--- src/rtl/hcf_pkg.sv ---
package hcf_pkg;

    typedef enum logic [1:0] {
        PICK_NONE    = 2'd0,
        PICK_LARGEST = 2'd1,
        PICK_THRESH  = 2'd2
    } pick_e;

endpackage

--- src/rtl/hcf_slot_timer.sv ---
module hcf_slot_timer #(
    parameter int PERIOD = 4
) (
    input  logic clk,
    input  logic rst_n,
    input  logic tick_i,
    output logic flush_slot_o
);
    localparam int PH_W = (PERIOD > 1) ? $clog2(PERIOD) : 1;
    localparam logic [PH_W-1:0] LAST = PH_W'(PERIOD - 1);

    logic [PH_W-1:0] phase_d, phase_q;

    always_comb begin
        phase_d      = phase_q;
        flush_slot_o = tick_i && (phase_q == LAST);
        if (tick_i) begin
            phase_d = (phase_q == LAST) ? '0 : phase_q + 1'b1;
        end
    end

    always_ff @(posedge clk) begin
        if (!rst_n) phase_q <= '0;
        else        phase_q <= phase_d;
    end
endmodule

--- src/rtl/hcf_lcf_select.sv ---
module hcf_lcf_select
    import hcf_pkg::*;
#(
    parameter int NUM_CTRS = 16,
    parameter int CTR_W    = 8,
    parameter int THRESH   = 4,
    localparam int IDX_W   = $clog2(NUM_CTRS)
) (
    input  logic [NUM_CTRS-1:0][CTR_W-1:0] ctr_i,
    input  logic [NUM_CTRS-1:0]            touched_i,
    input  logic [NUM_CTRS-1:0]            bitmap_i,
    output pick_e                          pick_o,
    output logic [IDX_W-1:0]               idx_o
);
    localparam logic [CTR_W-1:0] THR = CTR_W'(THRESH);

    logic             have_j;
    logic [IDX_W-1:0] j_idx;
    logic [CTR_W-1:0] j_val;
    logic             have_t;
    logic [IDX_W-1:0] t_idx;

    // largest touched counter; strict compare keeps the lowest index on ties
    always_comb begin
        have_j = 1'b0;
        j_idx  = '0;
        j_val  = '0;
        for (int i = 0; i < NUM_CTRS; i++) begin
            if (touched_i[i] && (!have_j || ctr_i[i] > j_val)) begin
                have_j = 1'b1;
                j_idx  = IDX_W'(i);
                j_val  = ctr_i[i];
            end
        end
    end

    // priority encoder: lowest set bitmap bit
    always_comb begin
        have_t = 1'b0;
        t_idx  = '0;
        for (int i = NUM_CTRS - 1; i >= 0; i--) begin
            if (bitmap_i[i]) begin
                have_t = 1'b1;
                t_idx  = IDX_W'(i);
            end
        end
    end

    always_comb begin
        pick_o = PICK_NONE;
        idx_o  = '0;
        if (have_j && j_val >= THR) begin
            pick_o = PICK_LARGEST;
            idx_o  = j_idx;
        end else if (have_t) begin
            pick_o = PICK_THRESH;
            idx_o  = t_idx;
        end else if (have_j) begin
            pick_o = PICK_LARGEST;
            idx_o  = j_idx;
        end
    end
endmodule

--- src/rtl/hcf_flush_sched.sv ---
module hcf_flush_sched
    import hcf_pkg::*;
#(
    parameter int NUM_CTRS     = 16,
    parameter int FLUSH_PERIOD = 4,
    parameter int CTR_W        = 8,
    localparam int IDX_W       = $clog2(NUM_CTRS)
) (
    input  logic             clk,
    input  logic             rst_n,
    input  logic             slot_tick,
    input  logic             inc_valid,
    input  logic [IDX_W-1:0] inc_idx,
    input  logic             rr_mode,
    output logic             flush_valid,
    output logic [IDX_W-1:0] flush_idx,
    output logic [CTR_W-1:0] flush_value,
    output logic             overflow_err
);
    localparam logic [CTR_W-1:0] THR      = CTR_W'(FLUSH_PERIOD);
    localparam logic [IDX_W-1:0] LAST_IDX = IDX_W'(NUM_CTRS - 1);

    typedef struct packed {
        logic [NUM_CTRS-1:0][CTR_W-1:0] ctr;
        logic [NUM_CTRS-1:0]            touched;
        logic [NUM_CTRS-1:0]            bitmap;
        logic [IDX_W-1:0]               ptr;
        logic                           fl_valid;
        logic [IDX_W-1:0]               fl_idx;
        logic [CTR_W-1:0]               fl_value;
        logic                           err;
    } state_t;

    state_t st_d, st_q;

    logic             flush_slot;
    pick_e            lcf_pick;
    logic [IDX_W-1:0] lcf_idx;

    hcf_slot_timer #(.PERIOD(FLUSH_PERIOD)) u_timer (
        .clk          (clk),
        .rst_n        (rst_n),
        .tick_i       (slot_tick),
        .flush_slot_o (flush_slot)
    );

    hcf_lcf_select #(
        .NUM_CTRS (NUM_CTRS),
        .CTR_W    (CTR_W),
        .THRESH   (FLUSH_PERIOD)
    ) u_select (
        .ctr_i     (st_q.ctr),
        .touched_i (st_q.touched),
        .bitmap_i  (st_q.bitmap),
        .pick_o    (lcf_pick),
        .idx_o     (lcf_idx)
    );

    logic             issue;
    logic [IDX_W-1:0] victim;

    always_comb begin
        st_d          = st_q;
        st_d.fl_valid = 1'b0;
        issue         = 1'b0;
        victim        = '0;

        if (flush_slot) begin
            if (rr_mode) begin
                issue    = 1'b1;
                victim   = st_q.ptr;
                st_d.ptr = (st_q.ptr == LAST_IDX) ? '0 : st_q.ptr + 1'b1;
            end else begin
                issue  = (lcf_pick != PICK_NONE);
                victim = lcf_idx;
            end
            st_d.touched = '0;
        end

        if (issue) begin
            st_d.fl_valid    = 1'b1;
            st_d.fl_idx      = victim;
            st_d.fl_value    = st_q.ctr[victim];
            st_d.ctr[victim] = '0;
        end

        // increment lands after the clear so a same-slot hit is kept
        if (slot_tick && inc_valid && (int'(inc_idx) < NUM_CTRS)) begin
            st_d.touched[inc_idx] = 1'b1;
            if (&st_d.ctr[inc_idx]) st_d.err = 1'b1;
            else                    st_d.ctr[inc_idx] = st_d.ctr[inc_idx] + 1'b1;
        end

        for (int i = 0; i < NUM_CTRS; i++) begin
            st_d.bitmap[i] = (st_d.ctr[i] >= THR);
        end
    end

    always_ff @(posedge clk) begin
        if (!rst_n) st_q <= '0;
        else        st_q <= st_d;
    end

    assign flush_valid  = st_q.fl_valid;
    assign flush_idx    = st_q.fl_idx;
    assign flush_value  = st_q.fl_value;
    assign overflow_err = st_q.err;
endmodule

--- config.mk ---
export PLATFORM = sky130hd
export DESIGN_NAME = hcf_flush_sched
export DESIGN_NICKNAME = d
export VERILOG_FILES = /design/src/rtl/hcf_pkg.sv /design/src/rtl/hcf_slot_timer.sv /design/src/rtl/hcf_lcf_select.sv /design/src/rtl/hcf_flush_sched.sv
export SDC_FILE = /design/constraint.sdc
export NUM_CORES = 1
export LEC_CHECK = 0
export ABC_AREA = 1
export BUFFER_PORTS_ARGS = -buffer_cell sky130_fd_sc_hd__buf_2
export CORE_ASPECT_RATIO = 1.5
export CORE_UTILIZATION = 45
export CTS_CLUSTER_DIAMETER = 40
export CTS_CLUSTER_SIZE = 12
export DETAILED_ROUTE_END_ITERATION = 7
export HOLD_SLACK_MARGIN = 0.15
export SYNTH_ARGS = -nofsm -noshare
export SYNTH_HDL_FRONTEND = slang
export SYNTH_SLANG_ARGS = --single-unit
--- constraint.sdc ---
create_clock -name clk -period 29.8 [get_ports clk]
set_clock_uncertainty 0.05 [all_clocks]
set_input_delay 2.98 -clock clk [delete_from_list [all_inputs] [get_ports clk]]
set_output_delay 2.98 -clock clk [all_outputs]
set_load 0.02 [all_outputs]
[Yosys cells after proc, flatten, opt, wreduce, memory -nomap -nowiden]
Cells that the tools add are included.
Word-level totals
  register bits: 180
  bits of input ports: 9
  output and inout bits: 14
  logic and storage cells: 229
Cells by class
  add/sub/neg operators: 3
  magnitude comparators: 36
  eq/ne operators: 2
  muxes and demuxes: 107
  bitwise operators: 3
  reduce and logical (&&, ||, !) cells: 54
Operators with widths (count)
  $mux 128: 2
  $mux 8: 20
  $mux 144: 1
  $ge 8x3->1 const B: 17
  $and 128x128->128: 1
  $bwmux 128: 1
  $not 128->128: 1
  $gt 8x8->1: 15
  $mux 4: 30
  $bmux 8 s4: 2
  $demux 8 s4: 2
  $mux 1: 37
  $logic_and 1x1->1: 20
  $mux 16: 1
  $or 16x16->16: 1
  $logic_not 1->1: 15
  $logic_or 1x1->1: 15
  $mux 13: 1
  $mux 3: 4
  $lt 4x5->1 const B: 2
  $mux 2: 5
  $reduce_and 9->1: 1
  $add 8x1->8 const B: 1
  $ge 4x1->1 const B: 2
  other kinds (8): 8

[Longest topological paths before layout]
Gate-level depths: netlist of run 1.
  depth in word-level cells: 80
  gate-level depth with buffers: 223

[Hierarchy]
From an unflattened synthesis of run 1, not the netlist that was laid out.
Unflattened totals
  cell total of the unflattened synthesis: 2497
  area total of the unflattened synthesis: 15060.7 µm²
Modules (own cells, without submodules)
  hcf_flush_sched: instances 1, cells an instance 1572, area an instance 9884.5 µm², sequential area each 3563.4 µm²
  hcf_lcf_select: instances 1, cells an instance 910, area an instance 5072.4 µm², sequential area each 0.0 µm²
  hcf_slot_timer: instances 1, cells an instance 15, area an instance 103.8 µm², sequential area each 40.0 µm²

[Least setup slack after synthesis of run 1]
No wires, ideal clock.
  kind: register to register
  start point: register st_q[34] (netlist bit)
  end point: register st_q[27] (netlist bit)
  library setup time: 0.125 ns
  arrival time: 21.546 ns
  slack: 8.079 ns
  stages on the path, launching flop included: 203
  period minus slack after synthesis: 21.721 ns
  cells stage by stage: dfxtp_1 > buf_4 > nand2_1 > ha_1 > nand2_1 > nor2_1 > nand2_1 > nand2_1 > nand2_1 > nand2_1 > nand2_2 > buf_4 > o21ai_0 > ha_1 > inv_1 > nor2_1 > o21ai_1 > nand2_1 > (+167 left out) > nand2_1 > nor2_1 > nor2_1 > nand2_1 > nand2_1 > nor2_1 > nor2_1 > nor2_1 > nand2_2 > buf_4 > ha_1 > xnor2_1 > clkbuf_1 > nand3_1 > nand2_1 > nand3_1 > nor2_1 > nor2_1
Between the ends
  longest elaborated chain between the ends: 80
  elaborated cells between the ends (all ways): 136
Ends and longest elaborated chain
  start, declared: RTL line hcf_flush_sched.sv:34  | state_t st_d, st_q;
  start signal, assigned: RTL line hcf_flush_sched.sv:101  | else st_q <= st_d;
  $mux 8 / $mux 1 (equally long branches): RTL line hcf_lcf_select.sv:29  | if (touched_i[i] && (!have_j || ctr_i[i] > j_val)) begin
  $gt 8x8->1 / $logic_not 1->1 (equally long branches): RTL line hcf_lcf_select.sv:29
  $logic_or 1x1->1: RTL line hcf_lcf_select.sv:29
  $logic_and 1x1->1: RTL line hcf_lcf_select.sv:29
  $mux 8 / $mux 1 (equally long branches): RTL line hcf_lcf_select.sv:29
  $gt 8x8->1 / $logic_not 1->1 (equally long branches): RTL line hcf_lcf_select.sv:29
  $logic_or 1x1->1: RTL line hcf_lcf_select.sv:29
  $logic_and 1x1->1: RTL line hcf_lcf_select.sv:29
  (+64 left out)
  $mux 128 *: RTL line hcf_flush_sched.sv:80  | if (issue) begin
  $bmux 8 s4: RTL line hcf_flush_sched.sv:90, hcf_flush_sched.sv:91
  $mux 8 (not written as such): RTL line hcf_flush_sched.sv:90, hcf_flush_sched.sv:91
  $add 8x1->8: RTL line hcf_flush_sched.sv:91  | else st_d.ctr[inc_idx] = st_d.ctr[inc_idx] + 1'b1;
  $bwmux 128: RTL line hcf_flush_sched.sv:91
  $mux 128: RTL line hcf_flush_sched.sv:90  | if (&st_d.ctr[inc_idx]) st_d.err = 1'b1;
  $mux 144 *: RTL line hcf_flush_sched.sv:88  | if (slot_tick && inc_valid && (int'(inc_idx) < NUM_CTRS)) begin
  $ge 8x3->1 *: RTL line hcf_flush_sched.sv:95  | st_d.bitmap[i] = (st_d.ctr[i] >= THR);
Every way passes the cells marked *; elsewhere a longest branch is shown, timed or not. The select of a mux whose other input is x is not followed.
A chain may end at the register's enable or synchronous reset.

[Worst setup path in the final report of run 1]
  start point: register st_q[34] (netlist bit)
  end point: register st_q[21] (netlist bit)
Same word-level chain as after synthesis.

==> results of run 1 <==
## per-stage QoR
step | cell area (µm²) | instances | power (µW) | hold slack (ns) | worst slack (ns)
detailed placement | 15230 | 2830 | 396.6 | 0.4028 | 2.228
global route | 15900 | 2865 | 667.7 | 0.4459 | 0.1339
global placement | 15230 | 2830 | 395.8 | 0.3954 | 2.331
floorplan | 15150 | 2472 | 355.5 | 0.3957 | 8.079
finish | 15900 | 2865 | 640.6 | 0.4133 | 2.458
CTS | 15860 | 2862 | 638.9 | 0.4128 | 2.159
## layout make-up
class	count	area (µm²)
fill	3600	16930
multi-input combinational	1970	10060
sequential	180	3603
inverter	232	878.3
tap	415	519.2
clock buffer	17	425.4
timing repair buffer	36	215.2
clock inverter	15	197.7
## power groups by stage
stage	sequential, µW	combinational [µW]	clock, µW
2_1_floorplan	253	102	0
3_3_place_gp	256	140	0
3_5_place_dp	256	141	0
4_1_cts	250	142	247
5_1_grt	251	161	257
6_report	250	145	246
## layer usage
metal | global-route usage [%] | vias up
met5 | 0 | -
met2 | 67.01 | 741
met1 | 41.70 | 7773
li1 | - | 8075
met3 | 5.466 | 238
met4 | 27.65 | 0
## final timing paths
kind	startpoint	endpoint	slack, ns
setup / recovery	st_q[34]	st_q[21]	2.46
hold / removal	flush_idx[3]	flush_idx[3]	0.41
setup reg to reg	st_q[34]	st_q[21]	2.46
hold reg to reg	flush_idx[3]	flush_idx[3]	0.41
## cells by family after synthesis
group / share of synthesized area (%)
buffers and inverters: 9.991
AO/OA/AOI/OAI: 17.01
XOR/XNOR: 0.1156
adder cells (fa/ha/maj): 9.495
AND/OR/NAND/NOR: 39.61
flip-flops: 23.78
## synth_stat cells (all sizes together) (2+ instances only)
library cell	n
a2111oi	4
a211oi	12
a21boi	3
a21o	2
a21oi	136
a221oi	2
a22oi	43
a41oi	3
and2	5
and3	5
buf	61
clkbuf	26
clkinv	4
dfxtp	180
dlygate4sd1	2
ha	115
inv	228
nand2	860
nand3	189
nand3b	2
nand4	27
nor2	291
nor3	9
nor4	2
o211ai	2
o21a	4
o21ai	207
o21bai	10
o221ai	6
o22ai	16
or2	7
xnor2	2
## state kept, by name, summed over array words and instances, names as in the netlist
| name | cells |
|---|---|
| flush_idx | 4 |
| flush_valid | 1 |
| flush_value | 8 |
| overflow_err | 1 |
| st_q | 164 |
| u_timer.phase_q | 2 |
## tightest hold or removal path: cells and delay by family (launching register included)
kind	cells	cell delay (ns)
flops	1	0.30
compound gates	1	0.06
simple gates	1	0.06
## repair_timing
action,CTS,global route
resized for setup,0,7
setup endpoints to repair,0,96
setup buffers,0,3
==> results.cfg, run 1 <==
[detailed_routing]
drt-total-wl_um = 65460
vias = 16830
met2WireLength_um = 31730
ant_nets = 0
detail_route.vias_per_cell = 5.873
drt-wirelength-per-cell_um = 22.85
met3_wirelength_um = 3911
drtIter0Drc = 1551
route.layer.met1.wl_um = 24850
first_pass_iters = 6
drcViolationCount = 0
dr.max_layer_used = met4

[logic_synthesis]
ys_seq_elements = 180
yosys.area.top_type_share_pct = 23.78
post-synth-top-area-cell = sky130_fd_sc_hd__dfxtp_1
synthesis.area_um2 = 15150
synth-main-ff-cell = sky130_fd_sc_hd__dfxtp_1
synthCells = 2472
asyncSetResetFlopFracSynth_pct = 0
number_of_synthesized_flops_with_an_enable_pin = 0
ys_top_cells_by_area = sky130_fd_sc_hd__dfxtp_1, sky130_fd_sc_hd__nand2_1, sky130_fd_sc_hd__ha_1
synthesis.nets = 2596
yosysSeqAreaShare_pct = 23.78
yosysUniqueCellTypes = 61
synth-warning-count = 0
syn-mean-instance-area_um2 = 6.130

[cts]
clock_transition_at_the_register_clock_pins_on_the_worst_setup_and_hold_paths_after_cts_ns = 0.07
cts.sinks = 180
ctsRootBufferMaster = sky130_fd_sc_hd__clkbuf_16
insertion_delay_ns = 0.48
cts-root-to-sink-buffers = 2
postCtsHoldBufs = 0
clock_tree.htree_level_count = 4
number_of_cts_inserted_buffers = 17
tritoncts = done

[power_and_ir_drop]
p_per_area_nw_per_um2 = 40.28
worst_ir_drop_vdd_v = 0.00004424
net-switching-power_uw = 217.4
internal_power_uw = 423.2
leakage_uw = 0.007952
power_switching_share_pct = 33.94
seq_power_share_pct = 39.1
power_frac_clock_pct = 38.3
p_comb_share_pct = 22.6

[setup_path]
critical_path_depth = 178
critPathRequiredTime_ns = 30.06
reg2reg_depth = 178
cp.buffers_inverters = 14
endpoint_kind = flip-flop
critPathSlowestCell = sky130_fd_sc_hd__nand3_2
crit_fanout = 19
critPathMaxStageDelay_ns = 0.63
worst_setup_path_start_kind = flip-flop
timing.critical_path.arrival_ns = 27.60
critPathTopFamily = simple AND/OR/NAND/NOR gates
crit_top_cell = sky130_fd_sc_hd__nand2_1
path_class = flip-flop to flip-flop

[timing]
timing.final.hold_violations = 0
final.min_clock_period_ns = 27.34
worst_margin_slew_ns = 1.064
final_min_period_over_clock_period_pct = 91.75
fmaxAchievable_mhz = 36.57
finalMaxSlewViolations = 0
grt_setup_unrepaired = false
tns_ns = 0
setup_viol = 0
max_slew_margin_vs_limit_pct = 29.01

[floorplan]
placementRows = 81
placeable_core_region_um2 = 32840
fp.dieW_um = 151.8
start_util_pct = 46.15
die-area_um2 = 34430
die_height_um = 226.7
design.portCount = 23

[global_route]
global_route_wire_length_before_repair_um = 97450
antenna_violations_before_repair = 0
grt_start_max_net_pins = 90
aggregate_global_route_resource_usage_pct = 38.02
grt_pass1_vias = 16200
global_route.overflow_total = 0

[layout]
layout_cells_sized_above_1_pct = 7.918
most_frequent_standard_cell_in_the_layout_excluding_fill_and_tap_cells = sky130_fd_sc_hd__nand2_1
antenna_cells_inserted = 0
nets = 2561
finalCoreUtilization_pct = 48.43
areaGrowthSynthToFinish_pct = 4.954
mostFrequentLayoutCells = sky130_fd_sc_hd__nand2_1, sky130_fd_sc_hd__nor2_1, sky130_fd_sc_hd__inv_1

[run]
drv_cap = 0

[min_path]
hold_depth = 2
worst_hold_path_type = flip-flop to flip-flop

[status]
status = completed

[place]
numPortBuffers = 22
gp_congestion = 1.027
hpwl_um = 50110
Note: power is estimated with default switching activity, not from simulation.
==> inputs of run 2 (changes only) <==
Settings changed: PLACE_DENSITY set to 0.67.
==> results.cfg, run 2 (synthesis gave the netlist of run 1 again) <==
[timing]
finalMaxSlewViolations = 0
timing.final.hold_violations = 0
final.min_clock_period_ns = 27.15
worst_margin_slew_ns = 1.127
fmaxAchievable_mhz = 36.84
tns_ns = 0
grt_setup_unrepaired = false
max_slew_margin_vs_limit_pct = 24.76
final_min_period_over_clock_period_pct = 91.09
setup_viol = 0

[power_and_ir_drop]
leakage_uw = 0.007927
totalPowerFinal_uw = 633.1
p_per_area_nw_per_um2 = 39.91
worst_ir_drop_vdd_v = 0.00004732

[cts]
postCtsHoldBufs = 0
cts.sinks = 180
clock_transition_at_the_register_clock_pins_on_the_worst_setup_and_hold_paths_after_cts_ns = 0.07
cts_post_setup_buffers_inserted = 0
insertion_delay_ns = 0.46
clock_tree.htree_level_count = 4
ctsRootBufferMaster = sky130_fd_sc_hd__clkbuf_16
tritoncts = done
number_of_cts_inserted_buffers = 17
cts-root-to-sink-buffers = 2

[floorplan]
fp.dieW_um = 151.8
die-area_um2 = 34430
placeable_core_region_um2 = 32840
placementRows = 81
die_height_um = 226.7
start_util_pct = 46.15
design.portCount = 23

[detailed_routing]
vias = 17060
detail_route.vias_per_cell = 5.966
first_pass_iters = 8
drcViolationCount = 0
ant_nets = 0
drt-wirelength-per-cell_um = 21.70
drtIter0Drc = 1936
drt-total-wl_um = 62080

[layout]
max_ffs_per_register = 164
areaGrowthSynthToFinish_pct = 4.682
most_frequent_standard_cell_in_the_layout_excluding_fill_and_tap_cells = sky130_fd_sc_hd__nand2_1
max_flop_register = st_q
area_used_by_multi_input_combinational_logic_um2 = 10070
final-seq-area_um2 = 3603
antenna_cells_inserted = 0
fillers = 3577
mostFrequentLayoutCells = sky130_fd_sc_hd__nand2_1, sky130_fd_sc_hd__nor2_1, sky130_fd_sc_hd__inv_1
final_instance_area_um2 = 15860
nets = 2556
layout_cells_sized_above_1_pct = 7.648

[setup_path]
crit_fanout = 24
critPathMaxStageDelay_ns = 0.52
r2r_slack_ns = 2.65
critPathRequiredTime_ns = 30.06
endpoint_kind = flip-flop
path_class = flip-flop to flip-flop
crit_top_cell = sky130_fd_sc_hd__nand2_1
critPathSlowestCell = sky130_fd_sc_hd__dfxtp_1
timing.critical_path.arrival_ns = 27.40
critPathTopFamily = simple AND/OR/NAND/NOR gates
worst_setup_path_start_kind = flip-flop
cp.buffers_inverters = 12

[global_route]
global_route.overflow_total = 0
antenna_violations_before_repair = 0
grt_pass1_vias = 15880
grt_start_max_net_pins = 78
aggregate_global_route_resource_usage_pct = 35.37
global_route_wire_length_before_repair_um = 92040

[min_path]
worst_hold_path_type = flip-flop to flip-flop

[place]
gp_congestion = 1.078
hpwl_um = 46970
cell_area_placed_um2 = 15220
numPortBuffers = 22

[status]
status = completed

[run]
drv_cap = 0
-- run 2: changes by cell type in the layout (fill, tap and decap cells not counted), moves of 2 or more --
| cell | delta |
|---|---|
| sky130_fd_sc_hd__nand2_2 | -2 |
| sky130_fd_sc_hd__inv_8 | -3 |
| sky130_fd_sc_hd__clkbuf_8 | +3 |
| sky130_fd_sc_hd__buf_4 | -5 |
| sky130_fd_sc_hd__nand2_1 | +2 |
-- run 2: final timing paths --
check	startpoint	end	depth (start not counted)
max	st_q[34]	st_q[24]	177
min	overflow_err	overflow_err	1
min reg2reg	overflow_err	overflow_err	1
max reg2reg	st_q[34]	st_q[24]	177
-- run 2: where the power goes --
group          internal, µW  switching (µW)
Clock                   131             106
Combinational          44.2             101
Sequential              245            5.41
Total                   421             213
-- run 2: cell type report --
cell class              count  share of cell area [%]
clock buffers              20                   2.942
clock inverters            12                  0.9071
inverters                 232                   5.553
multi-input cells        1970                   63.49
flip-flops and latches    180                   22.72
well taps                 415                   3.273
repair buffers             31                   1.120
-- run 2: metrics by stage --
| stage | instances | util [%] | hold slack, ns | setup WS [ns] |
|---|---|---|---|---|
| detailed placement | 2828 | 46.35 | 0.3985 | 2.293 |
| global placement | 2828 | 46.35 | 0.4004 | 2.729 |
| finish | 2860 | 48.31 | 0.4126 | 2.654 |
| CTS | 2860 | 48.21 | 0.4147 | 2.207 |
| floorplan | 2472 | - | 0.3957 | 8.079 |
| global route | 2860 | 48.31 | 0.4356 | 0.03275 |
-- run 2: what timing repair did --
action                                  4_1_cts  5_1_grt
endpoints found under the setup margin        0      131
gates resized for setup                       0        9
hold endpoints to repair                      0        0
-- run 2: per-layer routing --
layer | GRT usage [%] | up-vias | wire, µm | share of wire, %
met5 | 0 | - | 0 | 0
met4 | 30.61 | 0 | 5875 | 9.5
met3 | 5.791 | 313 | 5029 | 8.1
met2 | 59.35 | 918 | 28720 | 46
met1 | 38.97 | 7760 | 22450 | 36
li1 | - | 8072 | - | -
==> inputs of run 3 (changes only) <==
Settings changed: CORE_UTILIZATION 45 to 46, PLACE_DENSITY 0.67 to 0.68.
==> results.cfg, run 3 (synthesis gave the netlist of run 1 again) <==
[status]
status = completed

[power_and_ir_drop]
power_switching_share_pct = 33.65
leakage_uw = 0.007941
power_frac_clock_pct = 37.8
worst_ir_drop_vdd_v = 0.00004264
seq_power_share_pct = 39.4
p_comb_share_pct = 22.8
net-switching-power_uw = 213.6
internal_power_uw = 421.3
p_per_area_nw_per_um2 = 40.02

[cts]
clock_tree.htree_level_count = 4
tritoncts = done
insertion_delay_ns = 0.46
cts-root-to-sink-buffers = 2
clock_transition_at_the_register_clock_pins_on_the_worst_setup_and_hold_paths_after_cts_ns = 0.07
cts.sinks = 180
ctsRootBufferMaster = sky130_fd_sc_hd__clkbuf_16
number_of_cts_inserted_buffers = 17

[layout]
fillers = 3495
final-seq-area_um2 = 3603
antenna_cells_inserted = 0
most_frequent_standard_cell_in_the_layout_excluding_fill_and_tap_cells = sky130_fd_sc_hd__nand2_1
areaGrowthSynthToFinish_pct = 4.698
max_ffs_per_register = 164
max_flop_register = st_q
mostFrequentLayoutCells = sky130_fd_sc_hd__nand2_1, sky130_fd_sc_hd__nor2_1, sky130_fd_sc_hd__inv_1
area_used_by_multi_input_combinational_logic_um2 = 10060
nets = 2558
layout_cells_sized_above_1_pct = 7.724

[detailed_routing]
detail_route.vias_per_cell = 5.937
first_pass_iters = 6
drcViolationCount = 0
ant_nets = 0
vias = 16990
drt-wirelength-per-cell_um = 21.96
drtIter0Drc = 1703
drt-total-wl_um = 62850

[global_route]
global_route_wire_length_before_repair_um = 94470
antenna_violations_before_repair = 1
grt_pass1_vias = 16210
global_route.overflow_total = 0
grt_start_max_net_pins = 78
aggregate_global_route_resource_usage_pct = 37.89

[timing]
finalMaxSlewViolations = 0
fmaxAchievable_mhz = 37.02
final_min_period_over_clock_period_pct = 90.64
tns_ns = 0
setup_viol = 0
grt_setup_unrepaired = false
max_slew_margin_vs_limit_pct = 19.81
fin_hold_ws_ns = 0.4187
timing.final.hold_violations = 0
worst_slack_ns = 2.790
worst_margin_slew_ns = 1.172
final.min_clock_period_ns = 27.01

[floorplan]
design.portCount = 23
placeable_core_region_um2 = 32530
die_height_um = 224.3
placementRows = 81
fp.dieW_um = 150.2
die-area_um2 = 33690
start_util_pct = 46.58

[setup_path]
worst_setup_path_start_kind = flip-flop
critPathSlowestCell = sky130_fd_sc_hd__o21ai_0
endpoint_kind = flip-flop
crit_top_cell = sky130_fd_sc_hd__nand2_1
reg2reg_depth = 177
critPathRequiredTime_ns = 30.04
critical_path.reg2reg.startpoint = st_q[34]
critPathMaxStageDelay_ns = 0.61
crit_fanout = 24
timing.critical_path.arrival_ns = 27.25
startpoint = st_q[34]
path_class = flip-flop to flip-flop

[min_path]
worst_hold_path_type = flip-flop to flip-flop
hp-start = flush_idx[0]
hold_depth = 2

[run]
drv_cap = 0

[place]
pre_cts_setup_slack_ns = 2.581
numPortBuffers = 22
gp_congestion = 1.009
hpwl_um = 48410
-- run 3: critical path, delay by kind of cell, from the launching register on --
family                     cells  cell delay (ns)
and+or+nand+nor              107            11.58
adders and majority gates     16             5.21
AOI/OAI and AO/OA             41             7.91
DFF                            1             0.51
buffers and inverters         13             1.51
-- run 3: routing by layer --
layer	track usage, %	wire length [µm]
met5	0	11
met4	30.11	5327
met3	5.862	4598
met2	64.16	30190
met1	41.76	22730
-- run 3: worst paths after layout --
check / slack, ns / endpoint
worst max-delay path: 2.79 / st_q[21]
worst min-delay path: 0.42 / flush_idx[0]
worst max register to register: 2.79 / st_q[21]
worst min register to register: 0.42 / flush_idx[0]
-- run 3: repair_timing --
item	CTS	global route
setup endpoints to repair	0	76
gates resized for setup	0	5
hold buffers	0	0
setup buffers	0	0
-- run 3: layout make-up --
class / instances / share of cell area, %
Multi-Input combinational cell: 1970 / 63.42
Sequential cell: 180 / 22.71
Inverter: 232 / 5.536
Tap cell: 415 / 3.273
Clock buffer: 21 / 2.965
Timing Repair Buffer: 33 / 1.215
Clock inverter: 11 / 0.8754
-- run 3: metrics by stage --
stage | total power (µW) | std cells | instance area [µm²] | util (%)
2_1_floorplan | 355.5 | 2472 | 15150 | -
3_3_place_gp | 394.5 | 2830 | 15230 | 46.83
3_5_place_dp | 396.0 | 2830 | 15230 | 46.83
4_1_cts | 630.2 | 2862 | 15840 | 48.70
5_1_grt | 660.3 | 2862 | 15870 | 48.77
6_report | 634.9 | 2862 | 15870 | 48.77
-- run 3: power groups by stage --
| stage | Clock (µW) | Sequential (µW) | Combinational (µW) |
|---|---|---|---|
| 2_1_floorplan | 0 | 253 | 102 |
| 3_3_place_gp | 0 | 256 | 139 |
| 3_5_place_dp | 0 | 256 | 140 |
| 4_1_cts | 239 | 250 | 141 |
| 5_1_grt | 250 | 251 | 160 |
| 6_report | 240 | 250 | 144 |
